--- src/rtl/pt_walker.sv ---
module pt_walker #(
  parameter int ADDR_W = 32,
  parameter int OFS_W  = 12,
  parameter int IDX_W  = 10
) (
  input  logic                    clk,
  input  logic                    rst_n,
  input  logic                    root_we,
  input  logic [ADDR_W-OFS_W-1:0] root_wdata,
  input  logic                    req_valid,
  input  logic [ADDR_W-1:0]       req_vaddr,
  output logic                    req_ready,
  output logic                    mem_req,
  output logic [ADDR_W-1:0]       mem_addr,
  input  logic                    mem_rsp_valid,
  input  logic [ADDR_W-1:0]       mem_rsp_data,
  output logic                    done_valid,
  output logic [ADDR_W-1:0]       done_paddr,
  output logic                    fault,
  output logic                    fault_level
);
  localparam int FRAME_W = ADDR_W - OFS_W;
  localparam int ENT_B   = OFS_W - IDX_W;

  typedef enum logic [2:0] {S_IDLE, S_DIR, S_PT, S_DONE, S_FLT} st_t;

  st_t                st;
  logic [FRAME_W-1:0] root, frame;
  logic [ADDR_W-1:0]  va, ent_addr;
  logic               lvl;

  wire [FRAME_W-1:0] rsp_frame = mem_rsp_data[ADDR_W-1:OFS_W];
  wire               rsp_ok    = mem_rsp_data[0];

  logic unused_bits;
  assign unused_bits = ^mem_rsp_data[OFS_W-1:1];

  always_ff @(posedge clk) begin
    if (!rst_n) begin
      st       <= S_IDLE;
      root     <= '0;
      frame    <= '0;
      va       <= '0;
      ent_addr <= '0;
      lvl      <= 1'b0;
    end else begin
      if (root_we) root <= root_wdata;
      case (st)
        S_IDLE: if (req_valid) begin
          va       <= req_vaddr;
          ent_addr <= {root, req_vaddr[ADDR_W-1 -: IDX_W], {ENT_B{1'b0}}};
          st       <= S_DIR;
        end
        S_DIR: if (mem_rsp_valid) begin
          if (rsp_ok) begin
            ent_addr <= {rsp_frame, va[OFS_W+IDX_W-1 -: IDX_W], {ENT_B{1'b0}}};
            st       <= S_PT;
          end else begin
            lvl <= 1'b0;
            st  <= S_FLT;
          end
        end
        S_PT: if (mem_rsp_valid) begin
          if (rsp_ok) begin
            frame <= rsp_frame;
            st    <= S_DONE;
          end else begin
            lvl <= 1'b1;
            st  <= S_FLT;
          end
        end
        default: st <= S_IDLE;
      endcase
    end
  end

  assign req_ready   = (st == S_IDLE);
  assign mem_req     = (st == S_DIR) || (st == S_PT);
  assign mem_addr    = ent_addr;
  assign done_valid  = (st == S_DONE);
  assign done_paddr  = {frame, va[OFS_W-1:0]};
  assign fault       = (st == S_FLT);
  assign fault_level = lvl;

  p_hold_r4: assert property (@(posedge clk) disable iff (!rst_n)
    mem_req && !mem_rsp_valid |=> mem_req && $stable(mem_addr));

  p_busy_r9: assert property (@(posedge clk) disable iff (!rst_n)
    req_valid && req_ready |=> !req_ready && mem_req);

  p_dir_fault_r6: assert property (@(posedge clk) disable iff (!rst_n)
    (st == S_DIR) && mem_rsp_valid && !rsp_ok |=> fault && !fault_level && !mem_req);

  p_pt_fault_r7: assert property (@(posedge clk) disable iff (!rst_n)
    (st == S_PT) && mem_rsp_valid && !rsp_ok |=> fault && fault_level && !done_valid);

  p_result_r5: assert property (@(posedge clk) disable iff (!rst_n)
    (st == S_PT) && mem_rsp_valid && rsp_ok |=>
      done_valid && done_paddr[ADDR_W-1:OFS_W] == $past(mem_rsp_data[ADDR_W-1:OFS_W]));

  p_pulse_r5: assert property (@(posedge clk) disable iff (!rst_n)
    done_valid || fault |=> req_ready && !done_valid && !fault);
endmodule

--- config.mk ---
export PLATFORM = sky130hd
export DESIGN_NAME = pt_walker
export DESIGN_NICKNAME = d
export VERILOG_FILES = /design/src/rtl/pt_walker.sv
export SDC_FILE = /design/constraint.sdc
export NUM_CORES = 1
export LEC_CHECK = 0
export BUFFER_PORTS_ARGS = -buffer_cell sky130_fd_sc_hd__buf_4
export CAP_MARGIN = 20
export CORE_MARGIN = 5
export CORE_UTILIZATION = 52
export DETAILED_ROUTE_END_ITERATION = 8
export GPL_TIMING_DRIVEN = 0
export PLACE_DENSITY = 0.84
export SYNTH_ARGS = -nofsm -noshare
export SYNTH_HDL_FRONTEND = slang
export SYNTH_SLANG_ARGS = --single-unit
--- constraint.sdc ---
create_clock -name clk -period 2.5 [get_ports clk]
set_clock_uncertainty 0.15 [all_clocks]
set_input_delay 0.75 -clock clk [delete_from_list [all_inputs] [get_ports clk]]
set_output_delay 0.75 -clock clk [all_outputs]
set_load 0.02 [all_outputs]
---- Yosys cells after proc, flatten, opt, wreduce, memory -nomap -nowiden ----
Index checks and enable logic that the tools add are counted.
cells by class
  eq/ne operators ......................... 10
  mux-type cells .......................... 15
  reduce and logical (&&, ||, !) cells .... 9
operator list
  operator            count
  $mux 32             3
  $pmux 32 s2         1
  $mux 3              5
  $ne 2x2->1 const B  6
  $pmux 3 s3          1
  $eq 3x2->1 const B  2
  $reduce_and 3->1    2
  $reduce_and 5->1    1
  $mux 1              4
  $reduce_and 4->1    1
  $reduce_bool 2->1   2
  $eq 3x1->1 const B  1
  $eq 3x3->1 const B  1
  $logic_not 3->1     1
  $pmux 1 s2          1
  $reduce_and 2->1    1
  $logic_or 1x1->1    1
storage, ports and cells
  bits in registers ....................... 98
  logic and storage cells ................. 40

---- Longest topological paths before layout ----
Gate-level depths: netlist of the first run.
  depth in word-level cells ............... 3
  gate-level depth with buffers ........... 6
  mapped depth without buffers ............ 3

---- Least setup slack after synthesis of the first run ----
No wires, ideal clock.
  path kind ............................... register to output
  from .................................... register st[2]
  to ...................................... output port fault
  arrival time ............................ 1.223 ns
  required time ........................... 1.600 ns
  slack ................................... 0.377 ns
  stages on the path, launching flop included .. 5
  cells stage by stage .................... dfxtp_1 buf_6 inv_1 clkbuf_1 nor3_1
on the way
  cells in the longest elaborated chain, start to end .. 1
RTL lines
  element                 line  text
  from (decl)             27    st_t st;
  from (signal assigned)  40    st <= S_IDLE;
  from (signal assigned)  52    st <= S_DIR;
  from (signal assigned)  57    st <= S_PT;
  $eq 3x3->1              82    assign fault = (st == S_FLT);
  to (decl)               19    output logic fault,
No other way between the ends.

---- Final worst setup path of the first run ----
  from .................................... register st[0]
  to ...................................... output port done_valid
on the way
  cells in the longest elaborated chain, start to end .. 1
RTL lines
  element     line  text
  $eq 3x2->1  80    assign done_valid = (st == S_DONE);
  to (decl)   17    output logic done_valid,
No other way between the ends.

==> summary by stage, run 1 <==
STA
In this run the tightest slew margin relative to its limit is 66.33%. Of the available clock period, the critical path in the final layout requires 97.08%. The maximum frequency from static timing analysis is roughly 400 MHz. The worst path meets setup with around 73 ps of slack. The slew at the pin closest to its max-slew limit is 505.1 ps. Setup repair after global routing left no endpoint under its margin. Setup violations remaining at the end of the flow were counted as 0. The total negative setup slack is 0 ps. The max-slew violation count is 0. The final worst hold slack is roughly 300 ps.

The count of final hold-check violations is 0. The shortest clock period the worst path allows after layout is 2427 ps.

Floorplanning
After floorplanning, the core was sized to cover 0.007647 mm². The vertical die dimension is 98.30 µm. The row count is 32. For this design the top-level I/O count stands at between 150 and 200. The die is about 98 µm wide.

The effective utilization at floorplan is 53.01%. The die footprint is 0.009662 mm².

GRT
The final global-route overflow total is 0. The number of global-route vias before repair is 3756. The largest net degree at the start of global routing is 16. Global routing used 22.56% of the available tracks.

The first global-routing pass estimated 17870 µm of wire. The number of antenna violations at the first check in global routing is 0.

Routing
The iteration count of the initial detailed-routing pass is 5. The per-cell routed wire length is roughly 16 µm. The number of vias after detailed routing is 3734. For this run, design rule violations remaining after detail routing come to 0. The detailed router finished its first iteration with 153 violations. For this block, the routed nets add up to between 10000 and 15000 µm of wire. The routed design uses 5516 µm of met2 wire. Dividing the detail-routed via count by the number of cells gives 5.357. The detail route stage leaves a number of antenna-violating nets equal to 0. The detailed router put a total of 4493 µm of wire on met1. The highest metal layer carrying signal wires in the routed design is met4. Summed over all nets, wire length on met3 after detailed routing comes to 893 µm.

Power and ir drop
The power consumption is 3.508 mW. The analysis attributes to cell leakage a power of 2.559 nW. The internal power summed over all cells is 2.565 mW. Net switching is 26.87% of the power. The register share of total power is 48.0%. The clock network accounts for 31.9% of the total power. The power per cell area is 640.9 mW/mm². Of the total power, combinational logic draws 20.2%. The total net switching power is 942.5 µW. The highest ir drop seen on vdd is between 0.3 and 0.4 mV.

Placed design
The minimum setup slack after placement is 288.6 ps. Routability-driven placement finished with a final weighted congestion of 0.7988. The total half-perimeter wirelength after legalization and detailed placement is 8560 µm.

The count of buffers added on input and output ports is 142.

Final layout
0 antenna diodes ended up in the layout. The area growth from synthesis to layout is 35.00%. The share of post-route cells with drive strength above 1 is 37.65%.

The count of fill cells added during filler insertion is just over 600. The number of nets at the end of the flow is around 680.

Yosys
The synthesis warning total is 0. The summed instance area of the synthesized netlist is 0.004054 mm². The number of distinct library cell variants in the gate-level netlist after synthesis is 30. Synthesis inferred 96 register bits. The number of instances in the synthesized netlist is 437. The average cell area after synthesis is 9.277 µm². The post-synthesis sequential area ratio is between 40% and 50%.

Worst setup path
The kind of launch point of the worst setup path is a flop. The setup path with the least slack is of type flop to output port. The endpoint kind of the worst setup timing path is an output port.

For the worst flop-to-flop path, the logic depth is 5. The critical path data arrival time is between 1500 and 2000 ps. In this run the worst path has a maximum fanout of 10. At the worst endpoint, the required time is between 1500 and 2000 ps.

Clock tree
The later pin in the worst-skew pair is clocked with a latency of around 360 ps. The TritonCTS clock tree is done. The clock buffer count from CTS is 9. The clock net in this run drives a total of 96 sinks. After clock tree synthesis, the setup repair step added 0 buffers. In this run the deepest clock path goes through 2 buffers.

Clock tree synthesis selected as its root buffer the cell sky130_fd_sc_hd__clkbuf_8. The H-tree depth is 3. Clock-pin slew was measured on the worst setup and hold paths at about 90 ps.

Min path
The min-delay analysis places its worst path in the category flop to flop. Counting instances, the worst hold path has a depth of 2.

Run status
The run finished with clean final reports.

Job
Across the run, the number of max-cap violations was 0.
-- through the flow --
step           cell area [µm²]  util [%]  instances
2_1_floorplan             4058         -        438
3_3_place_gp              5251     68.67        682
3_5_place_dp              5251     68.67        682
4_1_cts                   5469     71.52        697
5_1_grt                   5473     71.56        697
6_report                  5473     71.56        697
-- per-layer routing --
layer,track usage [%],vias up
met3,5.929,24
met5,0,-
met1,27.32,1756
met2,38.48,136
li1,-,1818
met4,8.298,0
-- flip-flops by register name, summed over array words and instances, names as in the netlist --
register     cells
mem_addr        30
va              22
frame           20
root            20
st               3
fault_level      1
-- cell usage in the layout (no fill, tap or decap), drive strengths merged --
cell      count
a21boi        1
nand2b        4
clkinvlp      2
clkbuf       28
and4b         1
nor2b         1
o221a        30
inv           3
o22a          1
dfxtp        96
nor2         22
nand2        75
or4b          1
buf         178
clkinv        1
mux2i        50
o21ai        21
a21o          1
nand4b        1
a31o          1
a21oi        45
conb          2
bufinv        2
nor3          2
and2          1
nor4b         2
nand3        21
and3          2
-- synthesized netlist by cell type --
cell	instances	area share [%]
sky130_fd_sc_hd__buf_6	6	1.7
sky130_fd_sc_hd__a31o_2	1	0.22
sky130_fd_sc_hd__and4b_1	1	0.25
sky130_fd_sc_hd__inv_1	2	0.19
sky130_fd_sc_hd__o221a_1	5	1.4
sky130_fd_sc_hd__inv_2	1	0.093
sky130_fd_sc_hd__conb_1	1	0.093
sky130_fd_sc_hd__nand2b_1	4	0.62
sky130_fd_sc_hd__nor4b_1	1	0.22
sky130_fd_sc_hd__o22a_1	1	0.22
sky130_fd_sc_hd__o221a_2	25	6.9
sky130_fd_sc_hd__buf_2	17	2.1
sky130_fd_sc_hd__a21boi_1	1	0.19
sky130_fd_sc_hd__clkbuf_1	17	1.6
sky130_fd_sc_hd__o21ai_0	21	2.6
sky130_fd_sc_hd__nor3_1	2	0.25
sky130_fd_sc_hd__nand3_1	21	2.6
sky130_fd_sc_hd__buf_4	14	2.6
sky130_fd_sc_hd__dfxtp_1	96	47
sky130_fd_sc_hd__a21oi_1	45	5.6
sky130_fd_sc_hd__nor2b_1	1	0.15
sky130_fd_sc_hd__and3_1	2	0.31
sky130_fd_sc_hd__nand2_1	75	6.9
sky130_fd_sc_hd__nand4b_1	1	0.22
sky130_fd_sc_hd__and2_1	1	0.15
sky130_fd_sc_hd__nor2_1	22	2.0
sky130_fd_sc_hd__or4b_4	1	0.34
sky130_fd_sc_hd__mux2i_1	50	12
sky130_fd_sc_hd__nor4b_4	1	0.59
sky130_fd_sc_hd__a21o_1	1	0.19
-- power groups by stage --
stage          clock network, mW  registers [mW]  logic, mW
4_1_cts                     1.13            1.68      0.709
2_1_floorplan                  0            1.77      0.359
3_3_place_gp                   0            1.71      0.693
5_1_grt                     1.19            1.70      0.763
6_report                    1.12            1.68      0.707
3_5_place_dp                   0            1.72      0.708
-- worst paths after layout --
kind	startpoint	end	slack, ps
setup / recovery	st[0]	done_valid	70
hold / removal	va[3]	va[3]	310
setup reg to reg	st[2]	mem_addr[25]	670
hold reg to reg	va[3]	va[3]	310
-- timing repair --
item | CTS | global route
endpoints found under the setup margin | 2 | 2
hold buffers | 0 | 0
gates resized for setup | 0 | 3
-- worst max-delay path, stage by stage, from the launching register on --
cell	delay, ps
sky130_fd_sc_hd__dfxtp_1	320
sky130_fd_sc_hd__clkbuf_4	180
sky130_fd_sc_hd__buf_6	180
sky130_fd_sc_hd__buf_6	190
sky130_fd_sc_hd__and3_1	170
sky130_fd_sc_hd__buf_4	140
-- logic make-up (layout without fill, tap and decap cells) --
| family | Yosys count | in the layout | share of synthesized area, % |
|---|---|---|---|
| flip-flops | 96 | 96 | 47.41 |
| multiplexers | 50 | 50 | 12.35 |
| other | 1 | 2 | 0.09250 |
| AO/OA/AOI/OAI | 100 | 100 | 17.28 |
| buffers and inverters | 57 | 214 | 8.210 |
| AND/OR/NAND/NOR | 133 | 133 | 14.66 |
-- layout make-up --
class / count / area, µm² / share of cell area (%)
repair buffers: 142 / 1066 / 19.48
flip-flops and latches: 96 / 1922 / 35.12
clock buffers: 11 / 141.4 / 2.583
plain buffers: 53 / 321.6 / 5.876
multi-input cells: 285 / 1803 / 32.94
inverters: 3 / 11.26 / 0.2058
well taps: 102 / 127.6 / 2.332
clock inverters: 5 / 80.08 / 1.463
Note: power is estimated with default switching activity, not from simulation.
==> run 2, diff against run 1 <==
CORE_UTILIZATION = 44   (was 52)
PLACE_DENSITY = 0.76   (was 0.84)
clock period = 1.95 ns   (was 2.5 ns; I/O delays follow)
==> run 2 against run 1 <==
  * The run now ends with negative setup slack left
  * Die area grew 16%
  * First-iteration DRC count up 3.9%
  * Power up 28%
  * Critical path depth decreased by 1
  * Worst hold slack improved by 3.6 ps
  * Non-clock buffer count grew 10
  * Sequential share of layout area decreased by 1.1 points
  * Global-route usage decreased by 2.1 points
==> summary by stage, run 2 (synthesis gave the netlist of run 1 again) <==
Worst setup path
The setup path with the least slack is of type flop to output port. The peak per-stage delay on the critical path was 370 ps (+50 ps). The top fanout value on the critical path is 5 (-5).

The data required time of the worst path is 1210 ps (-390 ps). The endpoint kind of the worst setup timing path is an output port. The critical path data arrival time is 1280 ps (-250 ps). The slowest stage of the critical path is the sky130_fd_sc_hd__dfxtp_4 cell.

In this run the critical register-to-register path is launched from st[2]. The worst setup path startpoint is st[1]. The signal on the critical path passes through buf_12 > nand2b_4 > a21oi_4 > buf_6.

STA classifies the critical path startpoint as a flop.

Floorplanning
The row count came to 35 (+9.4%). The boundary pin count came to 158 (unchanged). The effective utilization at floorplan was 44.51% (-8.5 points).

The area of the core region is 0.009109 mm² (+19%). The die footprint came to 0.01123 mm² (+16%). The die extent in x is 106.0 µm (+7.8%).

The vertical die dimension is 106.0 µm (+7.8%).

Power and ir drop
The power per cell area came to 789.1 mW/mm² (+23%). The standby leakage power came to 2.648 nW (+3.5%). The highest ir drop seen on vdd is 0.3658 mV (+0.23%). The share of power burned in the clock network is 30.6% (-1.3 points). The internal power summed over all cells came to 3.231 mW (+26%). The register share of total power is 48.4% (+0.4 points). The total net switching power came to 1.246 mW (+32%). The combinational power share is 21.1% (+0.9 points). The switching portion of total power is 27.83% (+0.96 points).

Clock tree
The tree is rooted in a sky130_fd_sc_hd__clkbuf_8. The count of hold buffers inserted by post-cts repair was 0 (unchanged). The clock buffer count from CTS came to 9 (unchanged). The deepest clock path buffer count came to 2 (unchanged).

The CTS sink count is 96 (unchanged). The clock latency reported for the late side of the worst-skew pair is 350 ps (about the same). The H-tree depth came to 3 (unchanged). TritonCTS built the clock tree. The register clock-pin slew on the reported worst setup and hold paths is 90 ps (about the same).

Final layout
The layout-stage area growth over the synthesis result is 39.97%. The share of post-route cells with drive strength above 1 is 40.83% (+3.2 points). The final cell utilization of the core is 62.29% (-9.3 points). The number of antenna diodes came to 0 (unchanged). The number of standard cells in the layout, taps in and fillers out came to 716 (+2.7%).

The number of flip-flops in the largest register is 30 (unchanged). In the layout the commonest cells are sky130_fd_sc_hd__buf_4 (164), sky130_fd_sc_hd__dfxtp_1 (93), sky130_fd_sc_hd__nand2_1 (75). The library cell used most frequently in the layout, excluding fill and tap cells, is sky130_fd_sc_hd__buf_4. The multi-input combinational cell area came to 0.001854 mm² (+2.8%). The number of nets at the end of the flow is 689 (+1.5%). The count of fill cells added during filler insertion came to 795 (+29%). The area occupied by registers came to 0.001931 mm² (+0.46%).

STA
The worst slew slack as a fraction of its limit is 63.87% (-2.5 points). The slew at the pin closest to its max-slew limit is 541.9 ps (+36.83 ps). The shortest clock period the worst path allows after layout is approximately 2000 ps. The final worst hold slack is 312.2 ps (+3.582 ps). Setup repair after global routing could not meet its margin everywhere. The worst path setup slack after routing was -62.39 ps (-135.5 ps). The final period utilization is 103.2%. The max-slew violation count is 0 (unchanged).

The count of final hold-check violations is 0 (unchanged). The maximum frequency from static timing analysis is about 500 MHz. The final setup violation count was 1 (+1).

Placed design
The total half-perimeter wirelength after legalization and detailed placement is 8968 µm (+4.8%). The number of port buffers came to 142 (unchanged). The final RePlAce weighted congestion was 0.8928 (+12%). The post-placement cell count is 691 (+1.3%).

Job
The max capacitance violation total is 0 (unchanged).

Routing
The number of vias after detailed routing is 3796 (+1.7%). The number of vias per cell after detailed routing is 5.302 (-1.0%). The remaining antenna violation count came to 0 (unchanged).

The iteration count of the initial detailed-routing pass is 4 (-1). The total DRC errors in the routed layout came to 0 (unchanged). The number of DRC markers after the initial detailed-route iteration is 159 (+3.9%). The post-detailed-routing wire length came to 11700 µm (+4.5%). The per-cell routed wire length is 16.34 µm (+1.7%).

Run status
The flow ran to the end, but the final reports show violations. The checks that failed: negative setup slack.

GRT
The largest net degree at the start of global routing is 17 (+1). The number of global-route vias before repair came to 3797 (+1.1%). The overall routing resource usage is 20.42% (-2.1 points).

The final global-route overflow total is 0 (unchanged). The first-pass GRT wire length is 18490 µm (+3.4%). The number of antenna violations at the first check in global routing is 0 (unchanged).

Min path
The start point of the worst hold path is va[6]. The min-delay analysis places its worst path in the category flop to flop.
[run 2: cell types whose count changed in the layout (fill, tap and decap cells not counted), sizes merged]
cell      previous run  this run
buf                178       189
bufinv               2         1
clkbuf              28        27
clkinv               1         2
clkinvlp             2         1
inv                  3         4
[run 2: final timing paths]
| path | endpoint | cells after the start | slack, ps |
|---|---|---|---|
| worst max-delay path | mem_req | 4 | -60 |
| worst min-delay path | va[6] | 2 | 310 |
| worst max register to register | mem_addr[23] | 6 | 80 |
| worst min register to register | va[6] | 2 | 310 |
[run 2: critical path, delay by kind of cell, from the launching register on]
| family | cells | cell delay, ps |
|---|---|---|
| and+or+nand+nor | 1 | 140 |
| DFF | 1 | 370 |
| buffers and inverters | 2 | 270 |
| AOI/OAI and AO/OA | 1 | 150 |
[run 2: area by class of cell]
type,instances,area share (%)
Clock inverter,5,1.080
Buffer,51,5.954
Multi-Input combinational cell,285,32.68
Timing Repair Buffer,154,20.88
Clock buffer,11,2.668
Sequential cell,96,34.02
Tap cell,111,2.448
Inverter,3,0.2646
[run 2: routing by layer]
layer	vias to the layer above	global-route usage (%)	wire length (µm)
li1	1845	-	-
met1	1786	25.53	4955
met2	149	34.70	5670
met3	16	5.100	898
met4	0	6.290	172
met5	-	0	0
[run 2: repair_timing]
item                                    4_1_cts  5_1_grt
resized for setup                            19       14
pin swaps                                     1        3
gates cloned                                  0        1
endpoints found under the setup margin        4       28
buffers inserted                              6        5
[run 2: power by group through the flow]
stage                     logic (mW)  clock network (mW)  registers [mW]
after floorplan                0.461                   0            2.27
after global placement         0.894                   0            2.20
after detailed placement       0.913                   0            2.20
after CTS                      0.942                1.39            2.16
after global routing            1.02                1.48            2.18
final                          0.943                1.37            2.16
[run 2: through the flow]
stage               setup slack (ps)  area (µm²)  power, mW  TNS [ps]
floorplan                      43.05        4063      2.732         0
global placement              -156.0        5268      3.094    -208.6
detailed placement            -185.7        5268      3.118    -264.6
CTS                           -124.8        5595      4.490    -382.6
global route                  -105.5        5674      4.677    -428.6
finish                        -62.39        5674      4.477    -62.39
==> run 3, diff against run 2 <==
CTS_CLUSTER_SIZE = 20   (was unset)
clock period = 1.71 ns   (was 1.95 ns; I/O delays follow)
==> run 3 against run 2 <==
  * The flow still finishes with violations (negative setup slack)
  * Sequential cell count unchanged
  * Global-route usage decreased by 0.24 points
  * Sequential power increased by 14%
  * Count of clock-buffer cells in the layout decreased by 1
  * Wire length increased by 2.6%
  * Final cell count increased by 1.1%
  * Power increased by 13%
  * Register-to-register slack got worse by 110 ps
  * Die area unchanged
  * Critical path depth unchanged
  * First-iteration DRC count decreased by 9.4%
  * Largest power group unchanged
==> summary by stage, run 3 (synthesis gave the netlist of run 1 again) <==
Clock tree
The clock latency reported for the late side of the worst-skew pair is 350 ps (about the same). The count of hold buffers inserted by post-cts repair is 0 (unchanged). The H-tree depth came to 3 (unchanged). The register clock-pin slew on the reported worst setup and hold paths is 100 ps (about the same). The TritonCTS clock tree is done. The root buffer selected by CTS is sky130_fd_sc_hd__clkbuf_8. The deepest clock path buffer count is 2 (unchanged). The clock buffer count from CTS is 9 (unchanged). The CTS sink count is 96 (unchanged).

STA
The count of final hold-check violations is 0 (unchanged). Dividing the final minimum period by the clock period gives 114.0%. The slew at the pin closest to its max-slew limit is 597.0 ps (+55.03 ps). The maximum frequency from static timing analysis is 513.1 MHz. The final worst hold slack is 236.9 ps (-75.29 ps). The max-slew violation count is 0 (unchanged). The worst slew slack as a fraction of its limit is 60.20% (-3.7 points).

The shortest clock period the worst path allows after layout is 1949 ps. Setup repair after global routing could not meet its margin everywhere. The worst path setup slack after routing is -239.1 ps (-176.7 ps). The total negative setup slack was -918.3 ps (-856.0 ps). The final setup violation count is 14 (+13).

Final layout
The number of standard cells in the layout, taps in and fillers out came to 724 (+1.1%). In the layout the commonest cells are sky130_fd_sc_hd__buf_4 (172), sky130_fd_sc_hd__dfxtp_1 (93), sky130_fd_sc_hd__nand2_1 (72). The number of nets at the end of the flow was 697 (+1.2%).

The number of antenna diodes is 0 (unchanged). The number of flip-flops in the largest register is 30 (unchanged). The total non-filler cell area in the finished layout is 0.005833 mm² (+2.8%). The count of fill cells added during filler insertion is 792 (-0.38%). The share of post-route cells with drive strength above 1 came to 43.56% (+2.7 points). The library cell used most frequently in the layout, excluding fill and tap cells, is sky130_fd_sc_hd__buf_4. The layout-stage area growth over the synthesis result is 43.89%.

Run status
The run finished, with violations left. The checks that failed: negative setup slack.

Placed design
The final RePlAce weighted congestion was 0.8562 (-4.1%). The number of port buffers is 142 (unchanged). The post-placement cell count is 691 (unchanged). The cell area after placement is 0.005278 mm² (+0.19%). The total half-perimeter wirelength after legalization and detailed placement came to 8723 µm (-2.7%).

Floorplanning
The vertical die dimension is 106.0 µm (unchanged). The die extent in x is 106.0 µm (unchanged). The effective utilization at floorplan is 44.51% (unchanged). The row count is 35 (unchanged). The boundary pin count was 158 (unchanged).

The area of the core region came to 0.009109 mm² (unchanged). The die footprint is 0.01123 mm² (unchanged).

Power and ir drop
The combinational power share is 23.2% (+2.1 points). The total net switching power is 1.483 mW (+19%). The internal power summed over all cells came to 3.578 mW (+11%). The power consumption is 5.061 mW (+13%). The switching portion of total power came to 29.31% (+1.5 points). The power per cell area is 867.7 mW/mm² (+10%). The standby leakage power came to 2.711 nW (+2.4%). The share of power burned in the clock network came to 28.2% (-2.4 points). The register share of total power is 48.7% (+0.3 points). The highest ir drop seen on vdd came to 0.4565 mV (+25%).

Worst setup path
The path type of the worst setup path is flop to output port. STA classifies the critical path startpoint as a flop. The data required time of the worst path is 1050 ps (-160 ps). STA classifies the critical path endpoint as an output port. The critical path data arrival time is 1290 ps (about the same).

The path depth of the worst reg2reg path is 7 (+1). The top fanout value on the critical path came to 8 (+3).

Routing
The number of vias per cell after detailed routing is 5.206 (-1.8%). The remaining antenna violation count came to 0 (unchanged). The iteration count of the initial detailed-routing pass is 5 (+1). The number of DRC markers after the initial detailed-route iteration is 144 (-9.4%). The number of vias after detailed routing is 3769 (-0.71%). The per-cell routed wire length is 16.58 µm (+1.5%). The post-detailed-routing wire length is 12000 µm (+2.6%).

The total DRC errors in the routed layout is 0 (unchanged).

GRT
The overall routing resource usage came to 20.18% (-0.24 points). The first-pass GRT wire length is 18160 µm (-1.8%). The largest net degree at the start of global routing is 18 (+1). The number of antenna violations at the first check in global routing was 0 (unchanged). The number of global-route vias before repair is 3721 (-2.0%). The final global-route overflow total is 0 (unchanged).

Min path
In this run the worst hold path is classified as input pin to flop. The depth of the worst hold-timing path is 3 (+1).

Job
The max capacitance violation total is 0 (unchanged).
[run 3: worst paths after layout]
| path | end | start | slack [ps] |
|---|---|---|---|
| max | mem_req | st[1] | -240 |
| max reg2reg | va[1] | st[1] | -30 |
| min | root[13] | root_wdata[13] | 240 |
| min reg2reg | va[11] | va[11] | 310 |
[run 3: critical path: stages (launching register included)]
cell and delay, ps:
sky130_fd_sc_hd__dfxtp_4 370, sky130_fd_sc_hd__buf_12 140, sky130_fd_sc_hd__nand2b_4 140, sky130_fd_sc_hd__a21oi_4 150
sky130_fd_sc_hd__buf_6 130
[run 3: routing by layer]
layer	GRT usage (%)	vias up	share of wire, %
met5	0	-	0
met4	6.105	0	1.3
li1	-	1852	-
met3	4.918	13	5.8
met1	24.84	1804	42
met2	34.88	100	51
[run 3: power groups by stage]
stage               Clock, mW  Combinational [mW]  Sequential (mW)
CTS                      1.45                1.10             2.46
global placement            0                1.02             2.51
detailed placement          0                1.05             2.51
global route             1.56                1.26             2.48
floorplan                   0               0.528             2.59
finish                   1.43                1.17             2.46
[run 3: timing repair]
item | 4_1_cts | 5_1_grt
pin swaps | 4 | 6
resized for setup | 33 | 31
cloned | 0 | 3
endpoints found under the setup margin | 34 | 63
buffers inserted | 10 | 7
[run 3: cell type report]
cell class	count	area, µm²	area share [%]
flip-flops and latches	96	1931	33.10
multi-input cells	285	1901	32.58
repair buffers	162	1277	21.90
plain buffers	51	380.4	6.521
well taps	111	138.9	2.381
clock buffers	10	137.6	2.360
clock inverters	6	51.30	0.8795
inverters	3	16.27	0.2789
[run 3: per-stage QoR]
step / worst slack (ps) / utilization, %
2_1_floorplan: 5.525 / -
3_3_place_gp: -132.2 / 57.94
3_5_place_dp: -153.6 / 57.94
4_1_cts: -344.3 / 62.09
5_1_grt: -290.4 / 64.04
6_report: -239.1 / 64.04
